<file path="src/rtl/hdlc_tx_pkg.sv">
package hdlc_tx_pkg;

    localparam int          BYTE_W       = 8;
    localparam int          FCS_W        = 16;
    localparam int          STUFF_RUN    = 5;
    localparam logic [7:0]  FLAG_BYTE    = 8'h7E;
    localparam logic [7:0]  IDLE_BYTE    = 8'hFF;
    localparam logic [7:0]  ABORT_BYTE   = 8'hFE;
    localparam logic [15:0] FCS_PRESET   = 16'hFFFF;
    localparam logic [15:0] FCS_POLY_REV = 16'h8408;

    typedef struct packed {
        logic             last;
        logic [BYTE_W-1:0] data;
    } q_word_t;

    typedef struct packed {
        logic crc_off;
        logic crc_inv;
        logic stuff_off;
        logic fill_idle;
        logic line_inv;
    } tx_ctrl_t;

    typedef enum logic [2:0] {
        ST_FILL,
        ST_OPEN,
        ST_DATA,
        ST_FCS_LO,
        ST_FCS_HI,
        ST_CLOSE,
        ST_ABORT
    } tx_state_t;

    // one bit of the bit-reversed CCITT check register
    function automatic logic [FCS_W-1:0] fcs_step(input logic [FCS_W-1:0] c, input logic b);
        logic fb;
        fb = c[0] ^ b;
        return (c >> 1) ^ (fb ? FCS_POLY_REV : '0);
    endfunction

    // states whose bits sit between the flags and count toward stuffing
    function automatic logic is_body(input tx_state_t s);
        return (s == ST_DATA) || (s == ST_FCS_LO) || (s == ST_FCS_HI);
    endfunction

endpackage

</file>
<file path="src/rtl/hdlc_tx_fifo.sv">
module hdlc_tx_fifo #(
    parameter int DEPTH = 16,
    parameter int W     = 9,
    localparam int AW   = $clog2(DEPTH),
    localparam int CW   = AW + 1
) (
    input  logic          clk,
    input  logic          rst,
    input  logic          flush,
    input  logic          wr_en,
    input  logic [W-1:0]  wr_data,
    input  logic          rd_en,
    output logic [W-1:0]  rd_data,
    output logic [CW-1:0] count,
    output logic          full,
    output logic          empty,
    output logic          overflow
);

    logic [W-1:0]  mem [DEPTH];
    logic [CW-1:0] wp, rp;
    logic          wr_ok, rd_ok;

    assign count   = wp - rp;
    assign full    = (count == CW'(DEPTH));
    assign empty   = (count == '0);
    assign wr_ok   = wr_en && !full && !flush;
    assign rd_ok   = rd_en && !empty && !flush;
    assign rd_data = mem[rp[AW-1:0]];

    always_ff @(posedge clk) begin
        if (wr_ok) begin
            mem[wp[AW-1:0]] <= wr_data;
        end
    end

    always_ff @(posedge clk) begin
        if (rst) begin
            wp       <= '0;
            rp       <= '0;
            overflow <= 1'b0;
        end else if (flush) begin
            wp       <= '0;
            rp       <= '0;
            overflow <= 1'b0;
        end else begin
            overflow <= wr_en && full;
            if (wr_ok) wp <= wp + CW'(1);
            if (rd_ok) rp <= rp + CW'(1);
        end
    end

endmodule

</file>
<file path="src/rtl/hdlc_tx_fcs.sv">
module hdlc_tx_fcs
    import hdlc_tx_pkg::*;
(
    input  logic             clk,
    input  logic             rst,
    input  logic             init,
    input  logic             en,
    input  logic             bit_in,
    output logic [FCS_W-1:0] fcs_nx
);

    logic [FCS_W-1:0] fcs_q;

    assign fcs_nx = fcs_step(fcs_q, bit_in);

    always_ff @(posedge clk) begin
        if (rst || init) begin
            fcs_q <= FCS_PRESET;
        end else if (en) begin
            fcs_q <= fcs_nx;
        end
    end

endmodule

</file>
<file path="src/rtl/hdlc_tx_seq.sv">
module hdlc_tx_seq
    import hdlc_tx_pkg::*;
#(
    parameter int CW = 5
) (
    input  logic             clk,
    input  logic             rst,
    input  logic             bit_en,
    input  logic             flush_evt,
    input  tx_ctrl_t         ctrl,
    input  q_word_t          head,
    input  logic [CW-1:0]    fifo_count,
    input  logic [FCS_W-1:0] fcs_nx,
    output logic             pop,
    output logic             fcs_init,
    output logic             fcs_en,
    output logic             fcs_bit,
    output logic             tx_bit,
    output logic             underrun
);

    tx_state_t   state, state_n;
    logic [7:0]  sh, sh_n, fcs_hi, fcs_hi_n;
    logic [2:0]  bitcnt, ones, ones_n;
    logic        cur_last, cur_last_n, urun_n;
    logic        stuff_now, shift_now, byte_end, have_byte, can_start, raw_bit;
    logic [FCS_W-1:0] fcs_out;

    always_comb begin
        stuff_now = bit_en && !ctrl.stuff_off && (ones == 3'(STUFF_RUN));
        shift_now = bit_en && !stuff_now;
        byte_end  = shift_now && (bitcnt == 3'd7);
        raw_bit   = stuff_now ? 1'b0 : sh[0];
        have_byte = (fifo_count != '0);
        can_start = (fifo_count >= CW'(2)) || (have_byte && head.last);
        fcs_en    = shift_now && (state == ST_DATA);
        fcs_bit   = sh[0];
        fcs_out   = ctrl.crc_inv ? fcs_nx : ~fcs_nx;
        if (is_body(state) && sh[0]) begin
            ones_n = (ones == 3'd7) ? ones : ones + 3'd1;
        end else begin
            ones_n = '0;
        end
    end

    // decision taken when the last bit of the current byte leaves
    always_comb begin
        state_n    = state;
        sh_n       = {1'b0, sh[7:1]};
        fcs_hi_n   = fcs_hi;
        cur_last_n = cur_last;
        pop        = 1'b0;
        fcs_init   = 1'b0;
        urun_n     = 1'b0;
        if (byte_end) begin
            unique case (state)
                ST_OPEN, ST_DATA: begin
                    if (state == ST_DATA && cur_last) begin
                        if (ctrl.crc_off) begin
                            state_n = ST_CLOSE;
                            sh_n    = FLAG_BYTE;
                        end else begin
                            state_n  = ST_FCS_LO;
                            sh_n     = fcs_out[7:0];
                            fcs_hi_n = fcs_out[15:8];
                        end
                    end else if (have_byte) begin
                        pop        = 1'b1;
                        state_n    = ST_DATA;
                        sh_n       = head.data;
                        cur_last_n = head.last;
                    end else begin
                        urun_n  = 1'b1;
                        state_n = ST_ABORT;
                        sh_n    = ABORT_BYTE;
                    end
                end
                ST_FCS_LO: begin
                    state_n = ST_FCS_HI;
                    sh_n    = fcs_hi;
                end
                ST_FCS_HI: begin
                    state_n = ST_CLOSE;
                    sh_n    = FLAG_BYTE;
                end
                default: begin
                    if (can_start) begin
                        state_n  = ST_OPEN;
                        sh_n     = FLAG_BYTE;
                        fcs_init = 1'b1;
                    end else begin
                        state_n = ST_FILL;
                        sh_n    = ctrl.fill_idle ? IDLE_BYTE : FLAG_BYTE;
                    end
                end
            endcase
        end
    end

    always_ff @(posedge clk) begin
        if (rst) begin
            state    <= ST_FILL;
            sh       <= FLAG_BYTE;
            bitcnt   <= '0;
            ones     <= '0;
            cur_last <= 1'b0;
            fcs_hi   <= '0;
            tx_bit   <= 1'b0;
            underrun <= 1'b0;
        end else if (flush_evt) begin
            state    <= ST_ABORT;
            sh       <= ABORT_BYTE;
            bitcnt   <= '0;
            ones     <= '0;
            cur_last <= 1'b0;
            underrun <= 1'b0;
        end else begin
            underrun <= urun_n;
            if (bit_en) begin
                tx_bit <= raw_bit ^ ctrl.line_inv;
            end
            if (stuff_now) begin
                ones <= '0;
            end else if (shift_now) begin
                ones     <= ones_n;
                bitcnt   <= bitcnt + 3'd1;
                state    <= state_n;
                sh       <= sh_n;
                cur_last <= cur_last_n;
                fcs_hi   <= fcs_hi_n;
            end
        end
    end

endmodule

</file>
<file path="src/rtl/hdlc_tx_framer.sv">
module hdlc_tx_framer
    import hdlc_tx_pkg::*;
#(
    parameter int DEPTH = 16,
    localparam int CW   = $clog2(DEPTH) + 1
) (
    input  logic       clk,
    input  logic       rst,
    input  logic       wr_en,
    input  logic [7:0] wr_data,
    input  logic       wr_last,
    output logic       fifo_full,
    output logic       fifo_empty,
    output logic       overflow,
    input  logic       ctl_crc_off,
    input  logic       ctl_crc_inv,
    input  logic       ctl_stuff_off,
    input  logic       ctl_fill_idle,
    input  logic       ctl_line_inv,
    input  logic       ctl_flush,
    input  logic       bit_en,
    output logic       tx_bit,
    output logic       underrun
);

    localparam int QW = $bits(q_word_t);

    tx_ctrl_t         ctrl;
    q_word_t          wr_word, head;
    logic [QW-1:0]    head_raw;
    logic [CW-1:0]    fifo_count;
    logic [FCS_W-1:0] fcs_nx;
    logic             flush_q, flush_evt, pop, fcs_init, fcs_en, fcs_bit;

    always_comb begin
        ctrl.crc_off   = ctl_crc_off;
        ctrl.crc_inv   = ctl_crc_inv;
        ctrl.stuff_off = ctl_stuff_off;
        ctrl.fill_idle = ctl_fill_idle;
        ctrl.line_inv  = ctl_line_inv;
        wr_word.last   = wr_last;
        wr_word.data   = wr_data;
        head           = q_word_t'(head_raw);
    end

    always_ff @(posedge clk) begin
        if (rst) flush_q <= 1'b0;
        else     flush_q <= ctl_flush;
    end
    assign flush_evt = ctl_flush && !flush_q;

    hdlc_tx_fifo #(.DEPTH(DEPTH), .W(QW)) u_fifo (
        .clk      (clk),
        .rst      (rst),
        .flush    (flush_evt),
        .wr_en    (wr_en),
        .wr_data  (wr_word),
        .rd_en    (pop),
        .rd_data  (head_raw),
        .count    (fifo_count),
        .full     (fifo_full),
        .empty    (fifo_empty),
        .overflow (overflow)
    );

    hdlc_tx_fcs u_fcs (
        .clk    (clk),
        .rst    (rst),
        .init   (fcs_init),
        .en     (fcs_en),
        .bit_in (fcs_bit),
        .fcs_nx (fcs_nx)
    );

    hdlc_tx_seq #(.CW(CW)) u_seq (
        .clk        (clk),
        .rst        (rst),
        .bit_en     (bit_en),
        .flush_evt  (flush_evt),
        .ctrl       (ctrl),
        .head       (head),
        .fifo_count (fifo_count),
        .fcs_nx     (fcs_nx),
        .pop        (pop),
        .fcs_init   (fcs_init),
        .fcs_en     (fcs_en),
        .fcs_bit    (fcs_bit),
        .tx_bit     (tx_bit),
        .underrun   (underrun)
    );

endmodule

</file>
<file path="config.mk">
export PLATFORM = sky130hd
export DESIGN_NAME = hdlc_tx_framer
export DESIGN_NICKNAME = d
export VERILOG_FILES = /design/src/rtl/hdlc_tx_pkg.sv /design/src/rtl/hdlc_tx_fifo.sv /design/src/rtl/hdlc_tx_fcs.sv /design/src/rtl/hdlc_tx_seq.sv /design/src/rtl/hdlc_tx_framer.sv
export SDC_FILE = /design/constraint.sdc
export NUM_CORES = 1
export LEC_CHECK = 0
export BUFFER_PORTS_ARGS = -buffer_cell sky130_fd_sc_hd__buf_2
export CORE_MARGIN = 3
export CORE_UTILIZATION = 40
export DETAILED_ROUTE_END_ITERATION = 16
export MAX_ROUTING_LAYER = met4
export PLACE_DENSITY_LB_ADDON = 0.08
export RECOVER_POWER = 100
export SLEW_MARGIN = 5
export SYNTH_ARGS = -nofsm -noshare
export SYNTH_HDL_FRONTEND = slang
export SYNTH_SLANG_ARGS = --single-unit
</file>
<file path="constraint.sdc">
create_clock -name clk -period 7.8 [get_ports clk]
set_input_delay 0.39 -clock clk [delete_from_list [all_inputs] [get_ports clk]]
set_output_delay 0.39 -clock clk [all_outputs]
set_load 0.03 [all_outputs]
</file>
==> results of run 1 <==
state kept, by name, summed over array words and instances, names as in the netlist, named ones only:
name             flops
u_seq.underrun       1
u_seq.cur_last       1
u_seq.bitcnt         3
u_seq.sh             8
flush_q              1
u_seq.state          3
u_fifo.overflow      1
u_seq.ones           3
u_fifo.mem         144
u_seq.tx_bit         1
u_fifo.rp            5
u_fcs.fcs_q         16
u_fifo.wp            5
u_seq.fcs_hi         8
kinds of logic (layout without fill, tap and decap cells):
logic type	count (synthesis)	after routing	share of synthesized area, %
compound gates	83	83	6.68
simple gates	172	172	9.21
fa+ha+maj	15	15	2.26
xor+xnor	32	32	3.24
buf+inv	42	78	2.14
mux	52	52	12.6
flops	204	204	63.9
final timing paths:
kind                                         end  cells after the start
worst min register to register   u_seq.bitcnt[1]                      2
worst max-delay path            u_fifo.mem[0][5]                      9
worst max register to register  u_fifo.mem[0][5]                      9
worst min-delay path                     flush_q                      2
power by group through the flow:
stage	combinational [mW]	clock, mW	sequential (mW)
final	0.105	1.01	1.18
after CTS	0.109	1.03	1.18
after global placement	0.108	0	1.21
after detailed placement	0.109	0	1.21
after global routing	0.117	1.08	1.19
after floorplan	0.0683	0	1.20
cells in the final DEF (no fill, tap or decap), drive strengths merged, types with 4 or more instances in the layout:
| master | count |
|---|---|
| a211oi | 4 |
| a21boi | 7 |
| a21oi | 29 |
| buf | 12 |
| clkbuf | 47 |
| clkinv | 7 |
| dfxtp | 60 |
| edfxtp | 144 |
| ha | 14 |
| inv | 11 |
| mux2i | 7 |
| mux4 | 44 |
| nand2 | 53 |
| nand2b | 7 |
| nand3 | 19 |
| nor2 | 53 |
| nor2b | 4 |
| nor3 | 10 |
| nor4 | 10 |
| o211ai | 5 |
| o21ai | 7 |
| o221ai | 6 |
| o311ai | 6 |
| xnor2 | 18 |
| xor2 | 14 |
worst register-to-register path, cell delays in order, from the launching register on:
cell and delay, ns:
dfxtp_1 0.38, inv_1 0.12, ha_1 0.23, fa_1 0.46, xor2_1 0.18, and3_1 0.19, a21boi_0 0.21, a211oi_1 0.58
nand2_1 0.25, nor3_1 1.14
synthesized netlist by cell type, drive strengths merged, types with 4 or more instances:
master,number,area share [%]
edfxtp,144,50
nor2b,4,0.29
clkbuf,20,0.87
o21ai,7,0.40
dfxtp,60,14
nand2,53,2.3
o311ai,6,0.61
nor2,53,2.3
a21boi,7,0.61
inv,10,0.43
nor3,10,0.58
a21oi,29,1.7
o221ai,6,0.61
nor4,10,0.72
mux2i,7,0.81
nand3,19,1.2
xor2,14,1.4
a211oi,4,0.35
o211ai,5,0.43
xnor2,18,1.8
buf,12,0.84
ha,14,2.0
mux4,44,12
nand2b,7,0.51
layout make-up:
class                           instances  area (um^2)
Clock buffer                           32          619
Clock inverter                          9         81.3
Fill cell                            1871        11500
Inverter                               10         37.5
Multi-Input combinational cell        354         2930
Sequential cell                       204         5530
Tap cell                              275          344
Timing Repair Buffer                   27          126
stage by stage:
| step | util (%) | instance area [um^2] |
|---|---|---|
| after CTS | 46.0 | 9730 |
| after global placement | 42.7 | 9020 |
| after detailed placement | 42.7 | 9020 |
| final | 45.7 | 9660 |
| after floorplan | - | 8650 |
| after global routing | 45.7 | 9660 |
routing by layer:
layer  track usage [%]  part of all wire, %  vias to the layer above  routed length [um]
li1                  -                    -                     2336                   -
met1              23.2                   43                     2571                8800
met2              29.7                   50                      140               10300
met3              2.97                  4.8                       30                 984
met4              4.24                  2.2                        0                 459
met5                 -                    0                        -                   0
==> impl_metrics.toml, run 1 <==
[clocking]
clk_latency_ns = 0.53
path_clk_slew_ns = 0.05
htreeDepth = 1
hold_buffers = 0
cts_resized = 0
cts_tree = "done"
cts_made_buffers = 23
cts_sinks = 204
cts_buffer_depth = 3
cts_post_setup_buffers_inserted = 0
cts-root-buf = "clkbuf_16"

[pwr]
pwr-share-seq_pct = 51.6
p_sw_share_pct = 21.8
power_mw = 2.30
p_leak_nw = 3.14
power_frac_comb_pct = 4.6
ir_drop_mv = 0.178
power_density_mw_per_mm2 = 238
p_clk_share_pct = 43.8
p_switching_mw = 0.500
p_int_mw = 1.80

[sta]
tightest_slew_ns = 2.16
finalCriticalPeriod_ns = 4.14
slew_violations = 11
hold_viol = 0
fmax_ghz = 0.241
grt_setup_unrepaired = "no"
fin_ws_ns = 3.66
fin_setup_tns_ns = 0
relSlewSlack_pct = -44.9
timing.final.crit_share_pct = 53.1
worst_hold_slack_ns = 0.141
skew_ns = 0.0256
setup_viol = 0

[placement]
placed_cells = 870
dpl_worst_slack_ns = 4.06
io_buffers = 23
gp_congestion = 0.849
hpwl_um = 13900

[logic_synthesis]
syn_nets = 634
ys_warn_count = 0
synth_area_per_cell_um2 = 14.4
synth_seq_area_share_pct = 63.9
synth-main-ff-cell = "edfxtp_1"
synthCells = 600
synth-async-reset-ratio_pct = 0
synth_seq_cells = 204
synthDistinctLibCells = 55
syn_area_mm2 = 0.00865
synth-edff-count = 144

[setup_path]
crit_type = "flop to flop"
r2r-start = "u_fifo.wp[0]"
cpPeakStageDelay_ns = 1.14
reg2reg_slack_ns = 3.66
cp_num_buf_inv = 1
slowest_stage = "nor3_1"
critical_path.cell_chain = "inv_1 -> ha_1 -> fa_1 -> xor2_1 -> and3_1 -> a21boi_0 -> a211oi_1 -> nand2_1 -> nor3_1"
cp-start-kind = "flop"
cp_top_family = "simple AND/OR/NAND/NOR gates"
cp-end-kind = "flop"
cp_max_fo = 9
crit_arrival_ns = 4.25
crit_required_ns = 7.91
startpoint = "u_fifo.wp[0]"

[floorplan]
die_area_mm2 = 0.0234
core_area_mm2 = 0.0212
initial_core_util_pct = 40.9
rows = 53
die_w_um = 153
ios = 24
fp.dieH_um = 153

[routing]
wirelength_um = 20600
drt-wirelength-per-cell_um = 22.6
viasPerCell = 5.57
drt_iter0_markers = 365
firstDrtPassIters = 4
drc = 0
postRouteAntennaNets = 0
via_count = 5077

[status]
status = "complete, but fails checks"
violations = "max-capacitance violations, max-slew violations"

[global_routing]
grt_pass1_vias = 5086
grtUsageTotal_pct = 17.8
grt-ovfl-total = 0
grt_antenna_before_repair = 0
grt_pass1_wl_um = 31200
grt_max_degree = 36

[layout]
drive_above_1_share_pct = 13.8
antenna_cells = 0
layout.nets = 654
final_cells = 911
area_growth_pct = 11.7

[run]
maxCapViolCount = 2

[min_path]
holdCritStartpoint = "ctl_flush"
hp-class = "input port to flop"
(Power assumes the default switching activity.)
==> run 2: changes to the inputs <==
Clock period 7.8 ns to 4.1 ns, I/O delays scaled along.
==> impl_metrics.toml, run 2 (synthesized netlist as in run 1, its figures left out) <==
[pwr]
p_leak_nw = 3.25
p_clk_share_pct = 43.6
ir_drop_mv = 0.364
pwr-share-seq_pct = 51.7
power_frac_comb_pct = 4.7
p_int_mw = 3.40
p_switching_mw = 0.957
power_density_mw_per_mm2 = 444
p_sw_share_pct = 22.0

[clocking]
clk_latency_ns = 0.52
cts-root-buf = "clkbuf_16"
htreeDepth = 1
cts_made_buffers = 23
cts_post_setup_buffers_inserted = 0
cts_tree = "done"
path_clk_slew_ns = 0.06
cts_buffer_depth = 3
cts_sinks = 204

[placement]
gp_congestion = 0.819
io_buffers = 23
hpwl_um = 14000

[setup_path]
cp-end-kind = "flop"
cp_max_fo = 11
crit_type = "flop to flop"
crit_required_ns = 4.28
cp-start-kind = "flop"
crit_arrival_ns = 3.74

[floorplan]
die_area_mm2 = 0.0234
rows = 53
die_w_um = 153
initial_core_util_pct = 40.9
fp.dieH_um = 153
core_area_mm2 = 0.0212
ios = 24

[routing]
drc = 0
firstDrtPassIters = 4
postRouteAntennaNets = 0
drt-wirelength-per-cell_um = 21.9
via_count = 5071
wirelength_um = 20400
viasPerCell = 5.44
drt_iter0_markers = 285

[layout]
area_growth_pct = 13.4
drive_above_1_share_pct = 16.6
final_cell_mix = "edfxtp_1 (144), dfxtp_1 (59), nand2_1 (53)"
largest_reg_flops = 144
layout.nets = 675
antenna_cells = 0
final_common_cell = "edfxtp_1"

[global_routing]
grt_pass1_vias = 5229
grt_pass1_wl_um = 31400
top_usage_layer = "met2"
grt-ovfl-total = 0
met1_usage_pct = 23.0
global_route.usage.met2_pct = 30.0
grtUsageTotal_pct = 17.9
use_met3_pct = 2.92
grt_max_degree = 27
grt_antenna_before_repair = 0

[sta]
timing.final.crit_share_pct = 86.8
finalCriticalPeriod_ns = 3.56
tightest_slew_ns = 1.09
fmax_ghz = 0.281
grt_setup_unrepaired = "no"
worst_hold_slack_ns = 0.0594
relSlewSlack_pct = 27.1
hold_viol = 0
fin_setup_tns_ns = 0
slew_violations = 0
setup_viol = 0
skew_ns = 0.0147

[status]
status = "finished clean"

[run]
maxCapViolCount = 0

[min_path]
hp-class = "input port to flop"
[run 2: cell count changes in the layout (fill, tap and decap cells not counted), sizes merged]
cell and delta:
clkbuf +3, dlygate4sd3 +2, clkinv +4, buf +12
[run 2: power groups by stage]
stage          clock network, mW  registers, mW  logic, mW
2_1_floorplan                  0           2.29      0.130
3_3_place_gp                   0           2.29      0.205
3_5_place_dp                   0           2.30      0.209
4_1_cts                     1.96           2.25      0.211
5_1_grt                     2.04           2.26      0.228
6_report                    1.90           2.25      0.203
[run 2: worst max-delay path: stages (launching register included)]
cell	delay (ns)
dfxtp_1	0.63
ha_1	0.37
and3b_1	0.20
o21ai_0	0.28
a21boi_0	0.32
a211oi_1	0.64
nand2_1	0.26
nor3_1	0.21
clkbuf_2	0.31
[run 2: worst paths after layout]
path,start,end,slack (ns),depth (start not counted)
hold / removal,ctl_line_inv,u_seq.tx_bit,0.06,3
hold reg to reg,u_seq.bitcnt[1],u_seq.bitcnt[1],0.47,2
setup reg to reg,u_fifo.wp[2],u_fifo.mem[0][3],0.54,8
setup / recovery,u_fifo.wp[2],u_fifo.mem[0][3],0.54,8
[run 2: per-stage QoR]
stage	worst slack, ns	util (%)	area (um^2)	std cells	total power [mW]
after floorplan	0.889	-	8650	600	2.42
after global placement	0.811	43.3	9160	889	2.50
after detailed placement	0.782	43.3	9160	889	2.50
after CTS	0.668	46.7	9880	932	4.42
after global routing	0.233	46.4	9810	932	4.52
final	0.543	46.4	9810	932	4.36
[run 2: layer usage]
| layer | vias up | share of wire (%) | routed length (um) |
|---|---|---|---|
| met1 | 2561 | 44 | 8960 |
| li1 | 2378 | - | - |
| met3 | 29 | 3.9 | 792 |
| met5 | - | 0 | 0 |
| met4 | 0 | 2.1 | 436 |
| met2 | 103 | 50 | 10200 |
[run 2: area by class of cell]
| type | count | area (um^2) |
|---|---|---|
| fill | 1885 | 11300 |
| inverter | 10 | 37.5 |
| sequential | 204 | 5530 |
| timing repair buffer | 48 | 267 |
| clock buffer | 28 | 594 |
| tap | 275 | 344 |
| multi-input combinational | 354 | 2940 |
| clock inverter | 13 | 103 |
[run 2: repair_timing]
item	CTS	global route
resized for setup	0	0
hold buffers	2	0
hold endpoints to repair	2	0
